==> config.mk <==
export PLATFORM = sky130hd
export DESIGN_NAME = ivc_top
export DESIGN_NICKNAME = d
export VERILOG_FILES = /design/src/rtl/ivc_pkg.sv /design/src/rtl/ivc_regfile.sv /design/src/rtl/ivc_select.sv /design/src/rtl/ivc_level_stack.sv /design/src/rtl/ivc_top.sv
export SDC_FILE = /design/constraint.sdc
export NUM_CORES = 2
export LEC_CHECK = 0
export BUFFER_PORTS_ARGS = -buffer_cell sky130_fd_sc_hd__buf_2
export CELL_PAD_IN_SITES_DETAIL_PLACEMENT = 0
export CELL_PAD_IN_SITES_GLOBAL_PLACEMENT = 2
export CORE_ASPECT_RATIO = 0.7
export CORE_UTILIZATION = 43
export DETAILED_ROUTE_END_ITERATION = 8
export PLACE_DENSITY = 0.94
export SLEW_MARGIN = 40
export SYNTH_ARGS = -nofsm -noshare
export SYNTH_HDL_FRONTEND = slang
export SYNTH_SLANG_ARGS = --single-unit
==> constraint.sdc <==
create_clock -name clk -period 154.5 [get_ports clk]
set_input_delay 7.725 -clock clk [delete_from_list [all_inputs] [get_ports clk]]
set_output_delay 7.725 -clock clk [all_outputs]
set_load 0.01 [all_outputs]
==> src/rtl/ivc_pkg.sv <==
package ivc_pkg;

  typedef enum logic [2:0] {
    RG_HANDLER,
    RG_LEVEL,
    RG_MASK,
    RG_VECTOR,
    RG_NONE
  } region_e;

  // Word map: handlers, then levels, then mask, then the vector register.
  function automatic region_e decode(input int unsigned addr, input int unsigned nsrc);
    if (addr < nsrc) return RG_HANDLER;
    else if (addr < 2 * nsrc) return RG_LEVEL;
    else if (addr == 2 * nsrc) return RG_MASK;
    else if (addr == 2 * nsrc + 1) return RG_VECTOR;
    else return RG_NONE;
  endfunction

endpackage

==> src/rtl/ivc_regfile.sv <==
module ivc_regfile #(
  parameter int N_SRC  = 32,
  parameter int HW     = 32,
  parameter int PW     = 4,
  parameter int LEVELS = 1 << PW,
  parameter int SW     = $clog2(N_SRC)
) (
  input  logic          clk,
  input  logic          rst,
  input  logic          wr_handler,
  input  logic          wr_level,
  input  logic          wr_mask,
  input  logic [SW-1:0] wr_idx,
  input  logic [HW-1:0] wdata,
  output logic [HW-1:0] handler [N_SRC],
  output logic [PW-1:0] level   [N_SRC],
  output logic [LEVELS-1:0] mask
);

  always_ff @(posedge clk) begin
    if (rst) begin
      for (int i = 0; i < N_SRC; i++) begin
        handler[i] <= '0;
        level[i]   <= '1;
      end
      mask <= '1;
    end else begin
      if (wr_handler) handler[wr_idx] <= wdata;
      if (wr_level)   level[wr_idx]   <= wdata[PW-1:0];
      if (wr_mask)    mask            <= wdata[LEVELS-1:0];
    end
  end

endmodule

==> src/rtl/ivc_select.sv <==
module ivc_select #(
  parameter int N_SRC  = 32,
  parameter int PW     = 4,
  parameter int LEVELS = 1 << PW,
  parameter int SW     = $clog2(N_SRC)
) (
  input  logic [N_SRC-1:0]  req,
  input  logic [PW-1:0]     level [N_SRC],
  input  logic [LEVELS-1:0] mask,
  output logic              win_valid,
  output logic [SW-1:0]     win_idx,
  output logic [PW-1:0]     win_prio
);

  logic [N_SRC-1:0] pend;

  for (genvar g = 0; g < N_SRC; g++) begin : g_pend
    assign pend[g] = req[g] & mask[level[g]];
  end

  // Strict compare keeps the lowest index among equal levels.
  always_comb begin
    win_valid = 1'b0;
    win_idx   = '0;
    win_prio  = '1;
    for (int i = 0; i < N_SRC; i++) begin
      if (pend[i] && (!win_valid || level[i] < win_prio)) begin
        win_valid = 1'b1;
        win_idx   = SW'(i);
        win_prio  = level[i];
      end
    end
  end

endmodule

==> src/rtl/ivc_level_stack.sv <==
module ivc_level_stack #(
  parameter int PW    = 4,
  parameter int DEPTH = 16,
  parameter int CW    = $clog2(DEPTH + 1)
) (
  input  logic          clk,
  input  logic          rst,
  input  logic          push,
  input  logic [PW-1:0] push_lvl,
  input  logic          pop,
  output logic [CW-1:0] depth,
  output logic [PW-1:0] top_lvl,
  output logic          empty
);

  localparam int IW = $clog2(DEPTH);

  logic [PW-1:0] slot [DEPTH];

  always_ff @(posedge clk) begin
    if (rst) begin
      depth <= '0;
    end else if (push && depth < CW'(DEPTH)) begin
      slot[depth[IW-1:0]] <= push_lvl;
      depth <= depth + CW'(1);
    end else if (pop && depth != '0) begin
      depth <= depth - CW'(1);
    end
  end

  assign empty   = (depth == '0);
  assign top_lvl = empty ? '0 : slot[IW'(depth - CW'(1))];

endmodule

==> src/rtl/ivc_top.sv <==
module ivc_top #(
  parameter int N_SRC  = 32,
  parameter int HW     = 32,
  parameter int PW     = 4,
  parameter int BUS_AW = $clog2(2 * N_SRC + 2)
) (
  input  logic              clk,
  input  logic              rst,
  input  logic [N_SRC-1:0]  irq_src,
  input  logic              bus_wr,
  input  logic              bus_rd,
  input  logic [BUS_AW-1:0] bus_addr,
  input  logic [HW-1:0]     bus_wdata,
  output logic [HW-1:0]     bus_rdata,
  output logic              irq_out
);
  import ivc_pkg::*;

  localparam int LEVELS = 1 << PW;
  localparam int SW     = $clog2(N_SRC);
  localparam int CW     = $clog2(LEVELS + 1);

  region_e       rgn;
  logic [SW-1:0] idx;
  logic [HW-1:0] handler [N_SRC];
  logic [PW-1:0] level   [N_SRC];
  logic [LEVELS-1:0] mask;
  logic          win_valid;
  logic [SW-1:0] win_idx;
  logic [PW-1:0] win_prio;
  logic [CW-1:0] depth;
  logic [PW-1:0] top_lvl;
  logic          empty;
  logic [PW:0]   cur_lvl;
  logic          vec_rd, ack, push, pop;
  logic [HW-1:0] last_handler, rd_val;

  assign rgn = decode(int'(bus_addr), N_SRC);
  assign idx = bus_addr[SW-1:0];

  ivc_regfile #(.N_SRC(N_SRC), .HW(HW), .PW(PW), .LEVELS(LEVELS), .SW(SW)) u_regs (
    .clk        (clk),
    .rst        (rst),
    .wr_handler (bus_wr && rgn == RG_HANDLER),
    .wr_level   (bus_wr && rgn == RG_LEVEL),
    .wr_mask    (bus_wr && rgn == RG_MASK),
    .wr_idx     (idx),
    .wdata      (bus_wdata),
    .handler    (handler),
    .level      (level),
    .mask       (mask)
  );

  ivc_select #(.N_SRC(N_SRC), .PW(PW), .LEVELS(LEVELS), .SW(SW)) u_sel (
    .req       (irq_src),
    .level     (level),
    .mask      (mask),
    .win_valid (win_valid),
    .win_idx   (win_idx),
    .win_prio  (win_prio)
  );

  ivc_level_stack #(.PW(PW), .DEPTH(LEVELS), .CW(CW)) u_stack (
    .clk      (clk),
    .rst      (rst),
    .push     (push),
    .push_lvl (win_prio),
    .pop      (pop),
    .depth    (depth),
    .top_lvl  (top_lvl),
    .empty    (empty)
  );

  // An idle stack means a virtual level one beyond the least urgent.
  assign cur_lvl = empty ? (PW + 1)'(LEVELS) : {1'b0, top_lvl};
  assign irq_out = win_valid && ({1'b0, win_prio} < cur_lvl);

  assign vec_rd = bus_rd && !bus_wr && rgn == RG_VECTOR;
  assign ack    = bus_wr && rgn == RG_VECTOR;
  assign push   = vec_rd && irq_out;
  assign pop    = ack && !empty;

  always_comb begin
    rd_val = '0;
    case (rgn)
      RG_HANDLER: rd_val = handler[idx];
      RG_LEVEL:   rd_val = HW'(level[idx]);
      RG_MASK:    rd_val = HW'(mask);
      RG_VECTOR:  rd_val = irq_out ? handler[win_idx] : last_handler;
      default:    rd_val = '0;
    endcase
  end

  always_ff @(posedge clk) begin
    if (rst) begin
      bus_rdata    <= '0;
      last_handler <= '0;
    end else begin
      if (bus_rd && !bus_wr) bus_rdata <= rd_val;
      if (push) last_handler <= handler[win_idx];
    end
  end

endmodule

# == Word level (Yosys, flattened, before mapping) ==
# Memories as Yosys holds them, arrays and structs flattened.
# Cells that the tools add are included.
# classes
n_addsub,2
order_cmp,70
n_eq_ne,5
muxes,186
n_bitwise,34
reduce_logical,111
# op_table
cell,n
$bwmux W1024,1
$bmux W32 S5,2
$mux W32,6
$mux W4,43
$demux W32 S5,1
$lt A4 B5 Y1 const B,32
$bmux W1 S4,32
$bwmux W128,1
$pmux W32 S4,1
$lt A4 B4 Y1,31
$mux W5,19
$mux W1,68
$logic_and A1 B1 Y1,43
$logic_not A1 Y1,33
$and A1 B1 Y1,32
$logic_or A1 B1 Y1,31
$mux W3,8
$bmux W4 S5,1
$demux W4 S5,1
$eq A7 B7 Y1 const B,2
$ge A6 B6 Y1 const B,2
$not A5 Y6,2
$lt A7 B6 Y1 const B,1
$lt A7 B7 Y1 const B,1
other kinds (12),14
# totals
ff_bits,1237
ram_bits,64
out_inout_bits,33
mem_count,1
# mem_list
name,depth,word_bits,read_ports,rd_ports_with_merged_regs,wr,line,source
u_stack.slot,16,4,1,0,1,ivc_level_stack.sv:18,logic [PW-1:0] slot [DEPTH];

# == Logic depth before layout (Yosys ltp) ==
# depth
depth_word,135
mapped_depth,273
mapped_depth_nobuf,261

# == Modules after synthesis ==
# A second synthesis with hierarchy kept.
# hier_totals
cells_unflattened,7178
hier_area_um2,80065.5
# by_module_without_submodules
mod,instances,cells_each,area_per_inst_um2
ivc_regfile,1,3986,44876.8
ivc_top,1,1677,20505.9
ivc_select,1,1344,11671.2
ivc_level_stack,1,171,3011.6

# == Worst setup path before layout ==
# No wires, ideal clock.
# synth_path
path_type,input port to output port
startpoint,input irq_src[0]
endpoint,output irq_out
t_arrival_ps,51455
required_time_ps,146775
slack_ps,95320
cell_stages,248
path_buffers,11
cell_sequence,nand3_1 > inv_1 > ha_1 > a41oi_1 > o32ai_1 > a22oi_1 > mux2_2 > inv_1 > ha_1 > inv_1 > a31oi_1 > o211ai_1 > and2_1 > o21ai_0 > mux2i_1 > ha_1 > nand2_1 > o32a_2 > (+212 left out) > a21oi_1 > ha_1 > o21a_1 > o21a_1 > o21ai_0 > a31o_2 > and2_1 > buf_6 > clkbuf_8 > clkbuf_8 > buf_6 > mux2i_1 > ha_1 > a21oi_1 > nor2b_1 > o21ai_0 > o21ai_0 > a21oi_1
# synth_via
elab_chain_cells,128
# synth_rtl
element,line,source
"start, declared",ivc_top.sv:9,"input logic [N_SRC-1:0] irq_src,"
$and A1 B1 Y1 (*),ivc_select.sv:18,assign pend[g] = req[g] & mask[level[g]];
$mux W4 / $mux W1 (equally long branches),ivc_select.sv:27,if (pend[i] && (!win_valid || level[i] < win_prio)) begin
$lt A4 B4 Y1 / $logic_not A1 Y1 (equally long branches),ivc_select.sv:27,
$logic_or A1 B1 Y1,ivc_select.sv:27,
$logic_and A1 B1 Y1,ivc_select.sv:27,
$mux W4 / $mux W1 (equally long branches),ivc_select.sv:27,
$lt A4 B4 Y1 / $logic_not A1 Y1 (equally long branches),ivc_select.sv:27,
$logic_or A1 B1 Y1,ivc_select.sv:27,
(+113 left out),--,
$mux W4 / $mux W1 (equally long branches),ivc_select.sv:27,
$lt A4 B4 Y1 / $logic_not A1 Y1 (equally long branches),ivc_select.sv:27,
$logic_or A1 B1 Y1,ivc_select.sv:27,
$logic_and A1 B1 Y1,ivc_select.sv:27,
$mux W4 (*),ivc_select.sv:27,
net u_sel.win_prio[2],ivc_select.sv:12,output logic [PW-1:0] win_prio
$lt A4 B5 Y1 (*),ivc_top.sv:76,"assign irq_out = win_valid && ({1'b0, win_prio} < cur_lvl);"
$logic_and A1 B1 Y1 (*),ivc_top.sv:76,
"end, declared",ivc_top.sv:15,output logic irq_out
# The timed path passes the listed nets; every way through them passes the cells marked *.

# == Worst setup path in the final report ==
# Same ends and word-level chain as after synthesis.

==> impl_results.md <==
- Post-synthesis cell area: 76700 um^2
- Min-Delay Path Depth: 2
- Placer Congestion: 0.937
- Fin. max-slew vios: 0
- Port bufs: 107
- Synthesized net count: 9151
- CTS Hold Bufs: 0
- R2R Setup Slk: 98970 ps
- Hold Vio Cnt, Final: 0
- # DRC: 1
- Post-DR vias/cell: 6.72
- Post-synth cell types: 163
- Post-synthesis async set-or-reset flop share: 0
- Row cnt: 129
- Initial Util: 0.434
- Share of layout cells above drive strength 1: 0.160
- Drt first-iter violations: 12471
- GRT Util Overall: 0.365
- Clock period minus worst slack: 66540 ps
- Post-synthesis cell count: 9034
- Hold Path Class: reg -> reg
- Skew-Pair Late Insertion Delay: 830 ps
- Worst EP arrival: 58810 ps
- Final setup viols: 0
- Largest area contributor in the netlist: dfxtp_1
- Most used cell, CP: inv_1
- CORE AREA: 177000 um^2
- First-pass GRT wire length: 486000 um
- Period utilization: 0.431
- DR pass1 iterations: 9
- Antenna viol nets, final: 0
- Die height: 355 um
- Max stage delay on crit path: 730 ps
- Hold Crit Start: u_regs.handler[48]
- Area Growth Syn to Fin: 7.79%
- CP startpoint kind: primary input
- Longest Clk Path Bufs: 3
- Achievable Freq: 15.0 MHz
- RSZ-0062 raised after global routing: no
- H-tree depth: 4
- Total gr overflow: 0
- Largest net degree at the start of global routing: 122
- RR Endpoint: bus_rdata[14]
- Worst slew margin: 0.282
- TritonCTS Buffers: 137
- CP max FO: 44
- WS Path Type: in -> out
- Yosys reg bits: 1301
- Sink Count: 1301
- WP data required: 146770 ps
- DPL Wire Length: 200000 um
- Resized cells post-CTS: 0
- EDFF count, synth: 64
- Post-synthesis sequential area ratio: 0.348
- DR vias: 74236
- Worst slew pin tran: 1080 ps
- Warnings, synthesis: 0
- Worst path slowest cell: and2_4
- Nets@finish: 8691
- Share of the synthesized area in the top cell type: 0.323
- Reg-to-Reg Start: u_regs.level[126]
- Vias in the first global route: 67660
- TritonCTS clock tree: yes
- Drt total wl: 341000 um
- Synth Flop Type: dfxtp_1
- Post-CTS setup buffers: 0
- CTS root buf: clkbuf_16
- Synth area leaders: dfxtp_1 32%, mux4_2 13%, nand2_1 12%, a21oi_1 7.8%, mux2i_1 4.5%
- MaxCap Viol Count: 0
- Worst clock skew: 47.5 ps
- Failing checks: design-rule violations
- Die area: 180000 um^2
- Initial antenna violation count: 29
- Layout Utilization: 0.467
- Status: finished with violations
- Clock slew at reported path FFs: 60 ps
- Setup TNS after final layout: 0 ps
- Crit. End Element: output port
- Worst R2R Path Depth: 245
- I/O pin count: 108
- Die width: 507 um
- End of the worst hold path: u_regs.handler[48]
- Routed wire per std cell: 30.8 um
- Filler Cell Count: 16850
- Mean Syn Cell Area: 8.49 um^2
-- registers in the layout, summed over array words and instances, names as in the netlist --
name	cells
bus_rdata	32
last_handler	32
u_regs.handler	1024
u_regs.level	128
u_regs.mask	16
u_stack.depth	5
u_stack.slot	64
-- critical path, delay by kind of cell --
kind,cells,cell delay [ps]
multiplexers,19,6060
AO/OA/AOI/OAI,100,22650
AND/OR/NAND/NOR,58,10540
adder cells (fa/ha/maj),32,8580
buffers and inverters,35,3140
-- area by class of cell --
| type | count | area [um^2] | share of cell area |
|---|---|---|---|
| antenna | 17 | 42.5 | 0.000515 |
| clock buffer | 193 | 4000 | 0.0484 |
| clock inverter | 47 | 593 | 0.00717 |
| inverter | 123 | 462 | 0.00559 |
| multi-input combinational | 6724 | 45800 | 0.554 |
| sequential | 1301 | 26700 | 0.323 |
| tap | 2358 | 2950 | 0.0357 |
| timing repair buffer | 287 | 2140 | 0.0259 |
-- stage by stage --
| step | worst slack, ps | instance area (um^2) | instances | hold WS (ps) |
|---|---|---|---|---|
| after floorplan | 95320 | 76700 | 9034 | 441 |
| after global placement | 89420 | 77700 | 10784 | 449 |
| after detailed placement | 88800 | 77900 | 10791 | 455 |
| after CTS | 88640 | 82500 | 11031 | 463 |
| after global routing | 84130 | 82600 | 11040 | 484 |
| final | 87960 | 82700 | 11050 | 463 |
-- cell usage in the layout (no fill, tap or decap), types with 19 or more instances in the layout --
cell type	instances
inv_1	121
clkbuf_16	140
nor2_4	37
and3_1	63
nor4_1	22
nor3_1	32
nand3_1	87
buf_6	22
a211oi_1	47
o211ai_1	49
mux4_2	444
edfxtp_1	64
o21ai_0	145
nor2_1	314
or2_2	26
buf_4	148
a211o_1	126
a2bb2oi_1	24
mux2_2	108
a22oi_1	235
dfxtp_1	1237
a21oi_1	1193
mux2i_1	348
clkbuf_1	23
nand4_1	79
nand2b_1	29
clkbuf_8	30
nand2_1	2499
nand2_2	27
nor2b_1	38
ha_1	42
and4_1	19
a31oi_1	23
or3_1	22
a311oi_1	36
buf_2	104
o221ai_1	60
a221oi_1	19
o21ai_1	20
-- layer usage --
| layer | GRT usage | up-vias | share of wire |
|---|---|---|---|
| li1 | - | 31368 | - |
| met1 | 0.503 | 36113 | 0.40 |
| met2 | 0.497 | 5655 | 0.39 |
| met3 | 0.149 | 1088 | 0.16 |
| met4 | 0.156 | 12 | 0.047 |
| met5 | 0.00786 | - | 0.00091 |
-- worst max-delay path by stage --
stage | from | to | slack [ps] | cells after the start
floorplan | irq_src[0] | irq_out | 95320 | 248
global placement | irq_src[0] | irq_out | 89420 | 242
detailed placement | irq_src[0] | irq_out | 88800 | 244
CTS | irq_src[0] | irq_out | 88640 | 244
global route | irq_src[0] | irq_out | 84130 | 246
finish | irq_src[0] | irq_out | 87960 | 244
-- cells by family after synthesis --
logic type      Yosys count  synth area share
compound gates         2275             0.191
xor+xnor                 19           0.00217
fa+ha+maj                57           0.00886
buf+inv                1009            0.0635
flops                  1301             0.348
mux                     930             0.198
simple gates           3443             0.189
-- synth_stat cells (45+ instances only) --
| master | instances |
|---|---|
| nor2_1 | 357 |
| a211o_1 | 126 |
| dfxtp_1 | 1237 |
| a211oi_1 | 47 |
| nand3_1 | 90 |
| a22oi_1 | 235 |
| mux2i_1 | 348 |
| buf_2 | 45 |
| edfxtp_1 | 64 |
| o21ai_0 | 146 |
| mux2_2 | 108 |
| nand2_1 | 2530 |
| buf_1 | 71 |
| a21oi_1 | 1197 |
| clkbuf_8 | 53 |
| inv_1 | 121 |
| mux4_2 | 444 |
| nand4_1 | 79 |
| o221ai_1 | 60 |
| o211ai_1 | 49 |
| clkbuf_1 | 642 |
| and3_1 | 64 |
Power is not shown: default switching activity piles up to over one toggle a cycle in this logic, so the estimate is an artifact.
